<file path="config.mk">
export PLATFORM = sky130hd
export DESIGN_NAME = xpt_cfg_switch
export DESIGN_NICKNAME = d
export VERILOG_FILES = /design/src/rtl/xpt_pkg.sv /design/src/rtl/xpt_bus_ctl.sv /design/src/rtl/xpt_sel_bank.sv /design/src/rtl/xpt_out_mux.sv /design/src/rtl/xpt_cfg_switch.sv
export SDC_FILE = /design/constraint.sdc
export NUM_CORES = 1
export LEC_CHECK = 0
export BUFFER_PORTS_ARGS = -buffer_cell sky130_fd_sc_hd__buf_2
export CAP_MARGIN = 20
export CORE_ASPECT_RATIO = 1.2
export CORE_MARGIN = 3
export CORE_UTILIZATION = 62
export DETAILED_ROUTE_END_ITERATION = 8
export GPL_ROUTABILITY_DRIVEN = 0
export PLACE_DENSITY = 0.83
export SYNTH_ARGS = -nofsm -noshare
export SYNTH_HDL_FRONTEND = slang
export SYNTH_SLANG_ARGS = --single-unit
</file>
<file path="constraint.sdc">
create_clock -name clk -period 5 [get_ports clk]
set_clock_uncertainty 0.15 [all_clocks]
set_input_delay 0.75 -clock clk [delete_from_list [all_inputs] [get_ports clk]]
set_output_delay 0.75 -clock clk [all_outputs]
set_load 0.03 [all_outputs]
</file>
<file path="src/rtl/xpt_pkg.sv">
package xpt_pkg;
    // Default geometry of the crosspoint and its host bus
    localparam int XPT_NIN  = 17;
    localparam int XPT_NOUT = 17;
    localparam int XPT_NREG = 33;
    localparam int XPT_AW   = 6;
    localparam int XPT_DW   = 5;
endpackage

</file>
<file path="src/rtl/xpt_bus_ctl.sv">
// Host bus front end. It holds the transparent address latch, detects the
// rising edge of the write strobe, forms the commit strobe and registers the
// read data.
// Assumes all bus inputs are synchronous to clk.
module xpt_bus_ctl #(
    parameter int AW = 6,
    parameter int DW = 5
) (
    input  logic          clk,
    input  logic          rst_n,
    input  logic          cs_n,
    input  logic          wr_n,
    input  logic          rd_n,
    input  logic          ale,
    input  logic          cfg,
    input  logic [AW-1:0] addr,
    input  logic [DW-1:0] rd_data,
    output logic [AW-1:0] eff_addr,
    output logic          wr_stb,
    output logic          cfg_stb,
    output logic [DW-1:0] dout,
    output logic          doe
);
    logic [AW-1:0] addr_q;
    logic          wr_n_q;

    // Latch the address while ale is low
    always_ff @(posedge clk) begin
        if (!rst_n)    addr_q <= '0;
        else if (!ale) addr_q <= addr;
    end

    // The latch is transparent while ale is low
    assign eff_addr = ale ? addr_q : addr;

    // Remember the previous write strobe level for edge detection
    always_ff @(posedge clk) begin
        if (!rst_n) wr_n_q <= 1'b1;
        else        wr_n_q <= wr_n;
    end

    // Rising edge of wr_n, qualified by chip select
    assign wr_stb  = !wr_n_q && wr_n && !cs_n;
    // Commit is level sensitive, so holding cfg high makes it transparent
    assign cfg_stb = cfg && !cs_n;

    // Register read data and its enable
    always_ff @(posedge clk) begin
        if (!rst_n) begin
            dout <= '0;
            doe  <= 1'b0;
        end else begin
            doe  <= !rd_n && !cs_n;
            dout <= (!rd_n && !cs_n) ? rd_data : '0;
        end
    end


    doe_on_chk: assert property (@(posedge clk) disable iff (!rst_n)
        (!rd_n && !cs_n) |=> doe);

    doe_off_chk: assert property (@(posedge clk) disable iff (!rst_n)
        (rd_n || cs_n) |=> !doe);
endmodule

</file>
<file path="src/rtl/xpt_sel_bank.sv">
// Selection register file. It holds one queued register per address and one
// active register per real output. A commit copies the next queued state into
// the active registers, so a write and a commit on the same edge both land.
// Assumes NOUT <= NREG and NREG <= 2**AW.
module xpt_sel_bank #(
    parameter int NREG = 33,
    parameter int NOUT = 17,
    parameter int AW   = 6,
    parameter int DW   = 5
) (
    input  logic                    clk,
    input  logic                    rst_n,
    input  logic                    wr_stb,
    input  logic                    cfg_stb,
    input  logic [AW-1:0]           addr,
    input  logic [DW-1:0]           din,
    output logic [DW-1:0]           rd_data,
    output logic [NOUT-1:0][DW-1:0] act_sel
);
    logic [DW-1:0] q_reg  [NREG];
    logic [DW-1:0] q_next [NREG];

    // Next queued state with the current write applied
    always_comb begin
        for (int k = 0; k < NREG; k++) begin
            q_next[k] = q_reg[k];
            if (wr_stb && addr == AW'(k)) q_next[k] = din;
        end
    end

    // Queued register update
    always_ff @(posedge clk) begin
        for (int k = 0; k < NREG; k++) begin
            if (!rst_n) q_reg[k] <= '0;
            else        q_reg[k] <= q_next[k];
        end
    end

    // Readback of the queued value; unmapped addresses read 0
    always_comb begin
        rd_data = '0;
        for (int k = 0; k < NREG; k++)
            if (addr == AW'(k)) rd_data = q_reg[k];
    end

    for (genvar o = 0; o < NOUT; o++) begin : g_act
        // Active register for one output, loaded on commit
        always_ff @(posedge clk) begin
            if (!rst_n)       act_sel[o] <= '0;
            else if (cfg_stb) act_sel[o] <= q_next[o];
        end


        act_hold_chk: assert property (@(posedge clk) disable iff (!rst_n)
            !cfg_stb |=> $stable(act_sel[o]));

        act_commit_chk: assert property (@(posedge clk) disable iff (!rst_n)
            (cfg_stb && !wr_stb) |=> act_sel[o] == $past(q_reg[o]));

        q_write_chk: assert property (@(posedge clk) disable iff (!rst_n)
            (wr_stb && addr == AW'(o)) |=> q_reg[o] == $past(din));
    end
endmodule

</file>
<file path="src/rtl/xpt_out_mux.sv">
// One NIN:1 multiplexer per output, steered by that output's active
// selection. A selection outside 0..NIN-1 drives 0.
module xpt_out_mux #(
    parameter int NIN  = 17,
    parameter int NOUT = 17,
    parameter int DW   = 5
) (
    input  logic [NOUT-1:0][DW-1:0] act_sel,
    input  logic [NIN-1:0]          sw_in,
    output logic [NOUT-1:0]         sw_out
);
    for (genvar o = 0; o < NOUT; o++) begin : g_mux
        // Select one input bit for output o
        always_comb begin
            sw_out[o] = 1'b0;
            for (int i = 0; i < NIN; i++)
                if (act_sel[o] == DW'(i)) sw_out[o] = sw_in[i];
        end
    end
endmodule

</file>
<file path="src/rtl/xpt_cfg_switch.sv">
// Top level of the double-buffered crosspoint. It joins the bus front end,
// the selection register file and the output multiplexers.
// Assumes a synchronous host bus and an active-low synchronous reset.
module xpt_cfg_switch
    import xpt_pkg::*;
#(
    parameter int NIN  = XPT_NIN,
    parameter int NOUT = XPT_NOUT,
    parameter int NREG = XPT_NREG,
    parameter int AW   = XPT_AW,
    parameter int DW   = XPT_DW
) (
    input  logic            clk,
    input  logic            rst_n,
    input  logic            host_cs_n,
    input  logic            host_wr_n,
    input  logic            host_rd_n,
    input  logic            host_ale,
    input  logic            host_cfg,
    input  logic [AW-1:0]   host_addr,
    input  logic [DW-1:0]   host_din,
    output logic [DW-1:0]   host_dout,
    output logic            host_doe,
    input  logic [NIN-1:0]  sw_in,
    output logic [NOUT-1:0] sw_out
);
    logic [AW-1:0]           eff_addr;
    logic                    wr_stb;
    logic                    cfg_stb;
    logic [DW-1:0]           rd_data;
    logic [NOUT-1:0][DW-1:0] act_sel;

    xpt_bus_ctl #(.AW(AW), .DW(DW)) u_bus (
        .clk(clk), .rst_n(rst_n), .cs_n(host_cs_n), .wr_n(host_wr_n),
        .rd_n(host_rd_n), .ale(host_ale), .cfg(host_cfg), .addr(host_addr),
        .rd_data(rd_data), .eff_addr(eff_addr), .wr_stb(wr_stb),
        .cfg_stb(cfg_stb), .dout(host_dout), .doe(host_doe)
    );

    xpt_sel_bank #(.NREG(NREG), .NOUT(NOUT), .AW(AW), .DW(DW)) u_bank (
        .clk(clk), .rst_n(rst_n), .wr_stb(wr_stb), .cfg_stb(cfg_stb),
        .addr(eff_addr), .din(host_din), .rd_data(rd_data), .act_sel(act_sel)
    );

    xpt_out_mux #(.NIN(NIN), .NOUT(NOUT), .DW(DW)) u_mux (
        .act_sel(act_sel), .sw_in(sw_in), .sw_out(sw_out)
    );

    for (genvar o = 1; o < NOUT; o++) begin : g_fan

        fanout_chk: assert property (@(posedge clk) disable iff (!rst_n)
            (act_sel[o] == act_sel[0]) |-> (sw_out[o] == sw_out[0]));
    end
endmodule

</file>
=== Word level (Yosys, flattened, before mapping) ===
Memory sizes are Yosys's and may differ from the RTL's.
Index checks and enable logic that the tools add are counted.

* Latch bits: 0
* Bits in read-only memories: 0
* Memories: 1
* Input port bits: 35
* Register bits after elaboration: 98
* RAM bits: 165

* Multipliers: 0
* Equality and inequality tests: 304
* Add/subtract/negate cells: 0
* Reductions and logical operators: 59
* Divide/modulo/power cells: 0
* $lt $le $gt $ge: 0
* Bitwise gates (word level): 33
* Mux-type cells: 391
* Shift operators: 0

{| class="wikitable"
|+ Memories
! memory !! depth !! width !! read ports !! clocked after Yosys merged registers in !! wr ports !! RTL line !! source
|-
| u_bank.q_reg || 33 || 5 || 33 || 0 || 33 || xpt_sel_bank.sv:20 || <nowiki>logic [DW-1:0] q_reg [NREG];</nowiki>
|}

{| class="wikitable"
|+ Operator list
! operator !! count
|-
| $eq 5x4->1 const B || 136
|-
| $mux 5 || 99
|-
| $eq 5x3->1 const B || 68
|-
| $mux 1 || 291
|-
| $eq 5x2->1 const B || 34
|-
| $eq 6x5->1 const B || 16
|-
| $eq 5x1->1 const B || 17
|-
| $eq 5x5->1 const B || 17
|-
| $logic_not 5->1 || 17
|-
| $eq 6x4->1 const B || 8
|-
| $logic_and 1x1->1 || 37
|-
| $or 1x1->1 || 33
|-
| $eq 6x3->1 const B || 4
|-
| $eq 6x2->1 const B || 2
|-
| $eq 6x1->1 const B || 1
|-
| $eq 6x6->1 const B || 1
|-
| $logic_not 6->1 || 1
|-
| $mux 6 || 1
|-
| $logic_not 1->1 || 3
|-
| $reduce_and 2->1 || 1
|}

=== Longest topological paths before layout ===
* Depth after elaboration: 35
* Depth in mapped cells: 11
* Gate-level depth less buffers: 8

=== By module ===
From an unflattened synthesis, not the netlist that was laid out.

* Cells, all modules: 1794
* Area total of the unflattened synthesis: 15537.4 um2

{| class="wikitable"
|+ By module, submodules not included
! module !! sequential area each (um2) !! area each (um2) !! instances !! cells each
|-
| xpt_sel_bank || 5004.8 || 11586.1 || 1 || 1286
|-
| xpt_out_mux || 0.0 || 3479.6 || 1 || 473
|-
| xpt_bus_ctl || 260.2 || 471.7 || 1 || 35
|}

=== Worst setup path after synthesis ===
OpenSTA, ideal clock, no wires.

* Path kind: input to output
* From: in sw_in[14]
* To: out sw_out[15]
* Buffers on the path: 2
* Data arrival time: 2.524 ns
* Slack: 1.576 ns
* Cell stages on the path: 4
* Path through: clkbuf_1 -> clkbuf_1 -> mux2i_1 -> o311ai_0

* Longest elaborated chain between the ends: 3

{| class="wikitable"
|+ Ends and longest elaborated chain
! element !! RTL line !! source
|-
| start: declaration || xpt_cfg_switch.sv:24 || <nowiki>input logic [NIN-1:0] sw_in,</nowiki>
|-
| $mux 1 (3 in series) || xpt_out_mux.sv:17 || <nowiki>if (act_sel[o] == DW'(i)) sw_out[o] = sw_in[i];</nowiki>
|-
| end: declaration || xpt_cfg_switch.sv:25 || <nowiki>output logic [NOUT-1:0] sw_out</nowiki>
|}

Every way passes these cells.

=== Final worst setup path ===
* From: reg u_bank.act_sel[10] (netlist name)
* To: out sw_out[2]

* Longest elaborated chain between the ends: 18
* Elaborated cells on any way between the ends: 34

{| class="wikitable"
|+ Ends and longest elaborated chain
! element !! RTL line !! source
|-
| start: declaration || xpt_sel_bank.sv:18 || <nowiki>output logic [NOUT-1:0][DW-1:0] act_sel</nowiki>
|-
| start signal: indexed assignment || xpt_sel_bank.sv:50 || <nowiki>else if (cfg_stb) act_sel[o] <= q_next[o];</nowiki>
|-
| $logic_not 5->1 || xpt_out_mux.sv:17 ||
|-
| $mux 1 (16 in series) || xpt_out_mux.sv:17 ||
|-
| $mux 1 * || xpt_out_mux.sv:17 ||
|}

Every way passes the cells marked *; elsewhere a longest branch is shown, timed or not.

==> out/results.tsv <==
stage	metric	value	unit
timing	slew at the pin closest to its max-slew limit	1.14	ns
timing	unrepaired setup endpoints after global routing	no	
routing	antenna viol nets, final	0	
place	I/O Buffers	57	
critical_path	max incr delay on CP	0.65	ns
routing	DRC Markers	0	
run_status	run status	finished clean	
timing	final number of hold-violating endpoints	0	
clocking	setup bufs post-CTS	0	
critical_path	reg2reg setup slack	1.49	ns
pwr	power per cell area	308	nW/um^2
final_layout	fraction of layout instances using a drive strength above 1	12.0	%
clocking	worst-skew pair later-pin latency	0.54	ns
critical_path	number of cell instances on the worst register-to-register path	9	
critical_path	critical setup path kind	reg -> out	
final_layout	filler cell count in the final layout	1945	
critical_path	largest fanout on the critical path	8	
timing	Max Freq	0.251	GHz
synthesis	Netlist cell types	83	
timing	final critical delay including setup and external delays	3.98	ns
die	die area	26800	um^2
critical_path	R2R Path End	u_bus.dout[3]	
pwr	Worst VDD drop	184	uV
routing	1st-pass router iterations	7	
min_path	Worst Hold Endpoint	u_bus.wr_n_q	
clocking	Clock Pin Slew Worst Setup and Hold Paths	0.06	ns
global_routing	wire length of the first global-routing pass	73.0	mm
pwr	fraction of power consumed by the clock network	41.3	%
pwr	reported net switching power	1.42	mW
pwr	part of the power in registers	44.2	%
synthesis	Post-synth EDFFs	0	
critical_path	FF-to-FF Start	u_bus.addr_q[1]	
clocking	TritonCTS Buffers	27	
global_routing	global-route usage over all layers	34.1	%
critical_path	endpoint class of the critical path	output port	
routing	routed length per placed instance	22.7	um
critical_path	required time reported for the critical path endpoint	4.10	ns
synthesis	proportion of netlist area held by the largest area contributor	34.2	%
final_layout	# nets final	1725	
synthesis	cell type with the highest aggregate area in the netlist	dfxtp_1	
critical_path	type of origin of the critical path	register	
min_path	launch instance of the worst min-delay path	host_wr_n	
routing	via count	14100	
routing	detailed-route vias per instance	6.96	
final_layout	final standard cell utilization of the core	67.9	%
synthesis	Yosys warning total	0	
die	Top Ports	58	
pwr	internal power of the cells	3.65	mW
global_routing	global route overflow	0	
clocking	clock sink total	263	
clocking	CTS Buffer Depth	3	
pwr	Pwr Total	5.07	mW
synthesis	fraction of the yosys area taken by sequential cells	34.2	%
timing	final setup violation count	0	
final_layout	number of antenna diodes	0	
timing	Final TNS setup	0	ns
synthesis	ys flop type	dfxtp_1	
min_path	Tightest Hold Check Type	in -> reg	
timing	share of the cycle needed by the critical path after routing	79.6	%
die	Core Region	24200	um^2
synthesis	most instantiated library cell after synthesis	dfxtp_1	
pwr	fraction of power spent switching nets	28.0	%
synthesis	Post-Syn Area	15400	um^2
run	max-cap viol count	0	
min_path	worst hold stages	2	
pwr	Pleak	6.74	nW
critical_path	Max stage delay cell, worst path	dfxtp_1	
clocking	maximum level of the CTS H-tree	1	
synthesis	most numerous cell types in the synthesized netlist	dfxtp_1, nand2_1, mux2i_1	
die	placement row count	62	
synthesis	Avg Synthesized Cell Area	8.75	um^2
synthesis	number of synthesized register bits	263	
timing	tightest slew margin relative to the limit	24.0	%
clocking	number of gates resized after cts	0	
global_routing	via count of the first global-routing pass	13500	
routing	final WL	46.1	mm
timing	number of pins with negative max-slew slack in the final report	0	
place	half-perimeter wire length after detailed placement	30.8	mm
final_layout	Layout area overhead	6.82	%
synthesis	post-synthesis net count	1794	
synthesis	async set-reset flop share out of synthesis	0	%
die	Initial Util	63.6	%
die	Chip Height	179	um
final_layout	flip-flop count of the largest register, all copies and words added	165	
clocking	clock tree from TritonCTS	done	
die	horizontal extent of the die	150	um
global_routing	largest net degree at the start of global routing	142	
synthesis	Post-Synthesis Cells	1759	
synthesis	synth top area cells	dfxtp_1, mux2i_1, nor2b_1	
critical_path	WP data arrival	3.08	ns
critical_path	crit-path cells	mux4_2 -> mux2i_1 -> nor3_1 -> nor2_1 -> o21ai_0 -> a211oi_1 -> a311oi_1 -> a311o_1 -> buf_2	
clocking	post-cts hold buffer count	0	
pwr	combinational group share of total power	14.4	%
routing	number of violations reported at the end of detailed-routing iteration 0	1414	
global_routing	antenna violations before repair	0	
clocking	clock tree root driver cell	clkbuf_16	
-- cell families after synthesis --
family	count (synthesis)	synth area share, %
xor gates and xnor gates	1	0.0569
DFF	263	34.2
and+or+nand+nor	657	22.7
buffers and inverters	211	5.71
muxes	207	16.6
AOI/OAI and AO/OA	420	20.8
-- how the worst max path moves through the flow --
stage | end | from | slack, ns | cells after the start
finish | sw_out[2] | u_bank.act_sel[10] | 1.02 | 9
global route | sw_out[2] | u_bank.act_sel[10] | 0.95 | 9
CTS | sw_out[2] | u_bank.act_sel[10] | 1.05 | 9
detailed placement | u_bank.act_sel[41] | host_ale | 1.27 | 9
global placement | u_bank.act_sel[40] | host_ale | 1.31 | 9
floorplan | sw_out[15] | sw_in[14] | 1.58 | 4
-- cells in the final DEF, fill, tap and decap left out, types with 6 or more instances in the layout --
cell type  instances
a211oi_1          16
a21boi_0          33
a21oi_1           47
a221oi_1           7
a22oi_1           10
a31oi_1           17
and3_1             8
buf_2             56
buf_4             11
clkbuf_16         27
dfxtp_1          263
inv_1             41
mux2i_1          165
mux4_2            38
nand2_1          187
nand2b_1          10
nand3_1           67
nand3_2            6
nand3b_1          10
nand4_1           22
nand4b_1           6
nor2_1            80
nor2_2            13
nor2b_1          144
nor3_1            32
nor3b_1           13
nor4_1            12
nor4b_1            9
o2111ai_1          7
o211a_1           86
o211ai_1          16
o21ai_0           62
o221ai_1           9
o22ai_1           26
o31ai_1            8
or3_1              6
-- metal layers --
metal	GRT usage [%]	up-vias	wire [um]
met1	42.1	6677	17300
met3	5.08	249	4360
met4	19.1	0	2920
met2	56.8	895	21600
met5	0	-	0
li1	-	6304	-
-- critical path, delay by kind of cell, from the launching register on --
family	cells	cell delay, ns
DFF	1	0.65
buffers and inverters	1	0.18
AOI/OAI and AO/OA	4	0.70
and+or+nand+nor	2	0.21
muxes	2	0.79
-- layout make-up --
type,instances,area [um^2],area share (%)
clock buffer,34,752,4.57
clock inverter,14,164,0.997
inverter,42,158,0.959
multi-input combinational,1285,9260,56.3
sequential,263,5270,32.0
tap,320,400,2.43
timing repair buffer,71,442,2.69
-- stage by stage --
| step | setup WS (ns) | hold slack (ns) | cell area (um^2) | instances |
|---|---|---|---|---|
| detailed placement | 1.27 | 0.309 | 15500 | 1980 |
| floorplan | 1.58 | 0.287 | 15400 | 1759 |
| finish | 1.02 | 0.281 | 16400 | 2029 |
| global route | 0.950 | 0.270 | 16400 | 2029 |
| CTS | 1.05 | 0.266 | 16400 | 2028 |
| global placement | 1.31 | 0.298 | 15500 | 1980 |
-- power groups by stage --
| stage | Sequential [mW] | Clock (mW) | Combinational [mW] |
|---|---|---|---|
| 2_1_floorplan | 2.22 | 0 | 0.584 |
| 3_3_place_gp | 2.28 | 0 | 0.698 |
| 3_5_place_dp | 2.28 | 0 | 0.707 |
| 4_1_cts | 2.24 | 2.10 | 0.712 |
| 5_1_grt | 2.25 | 2.19 | 0.779 |
| 6_report | 2.24 | 2.09 | 0.731 |
(Power assumes the default switching activity.)
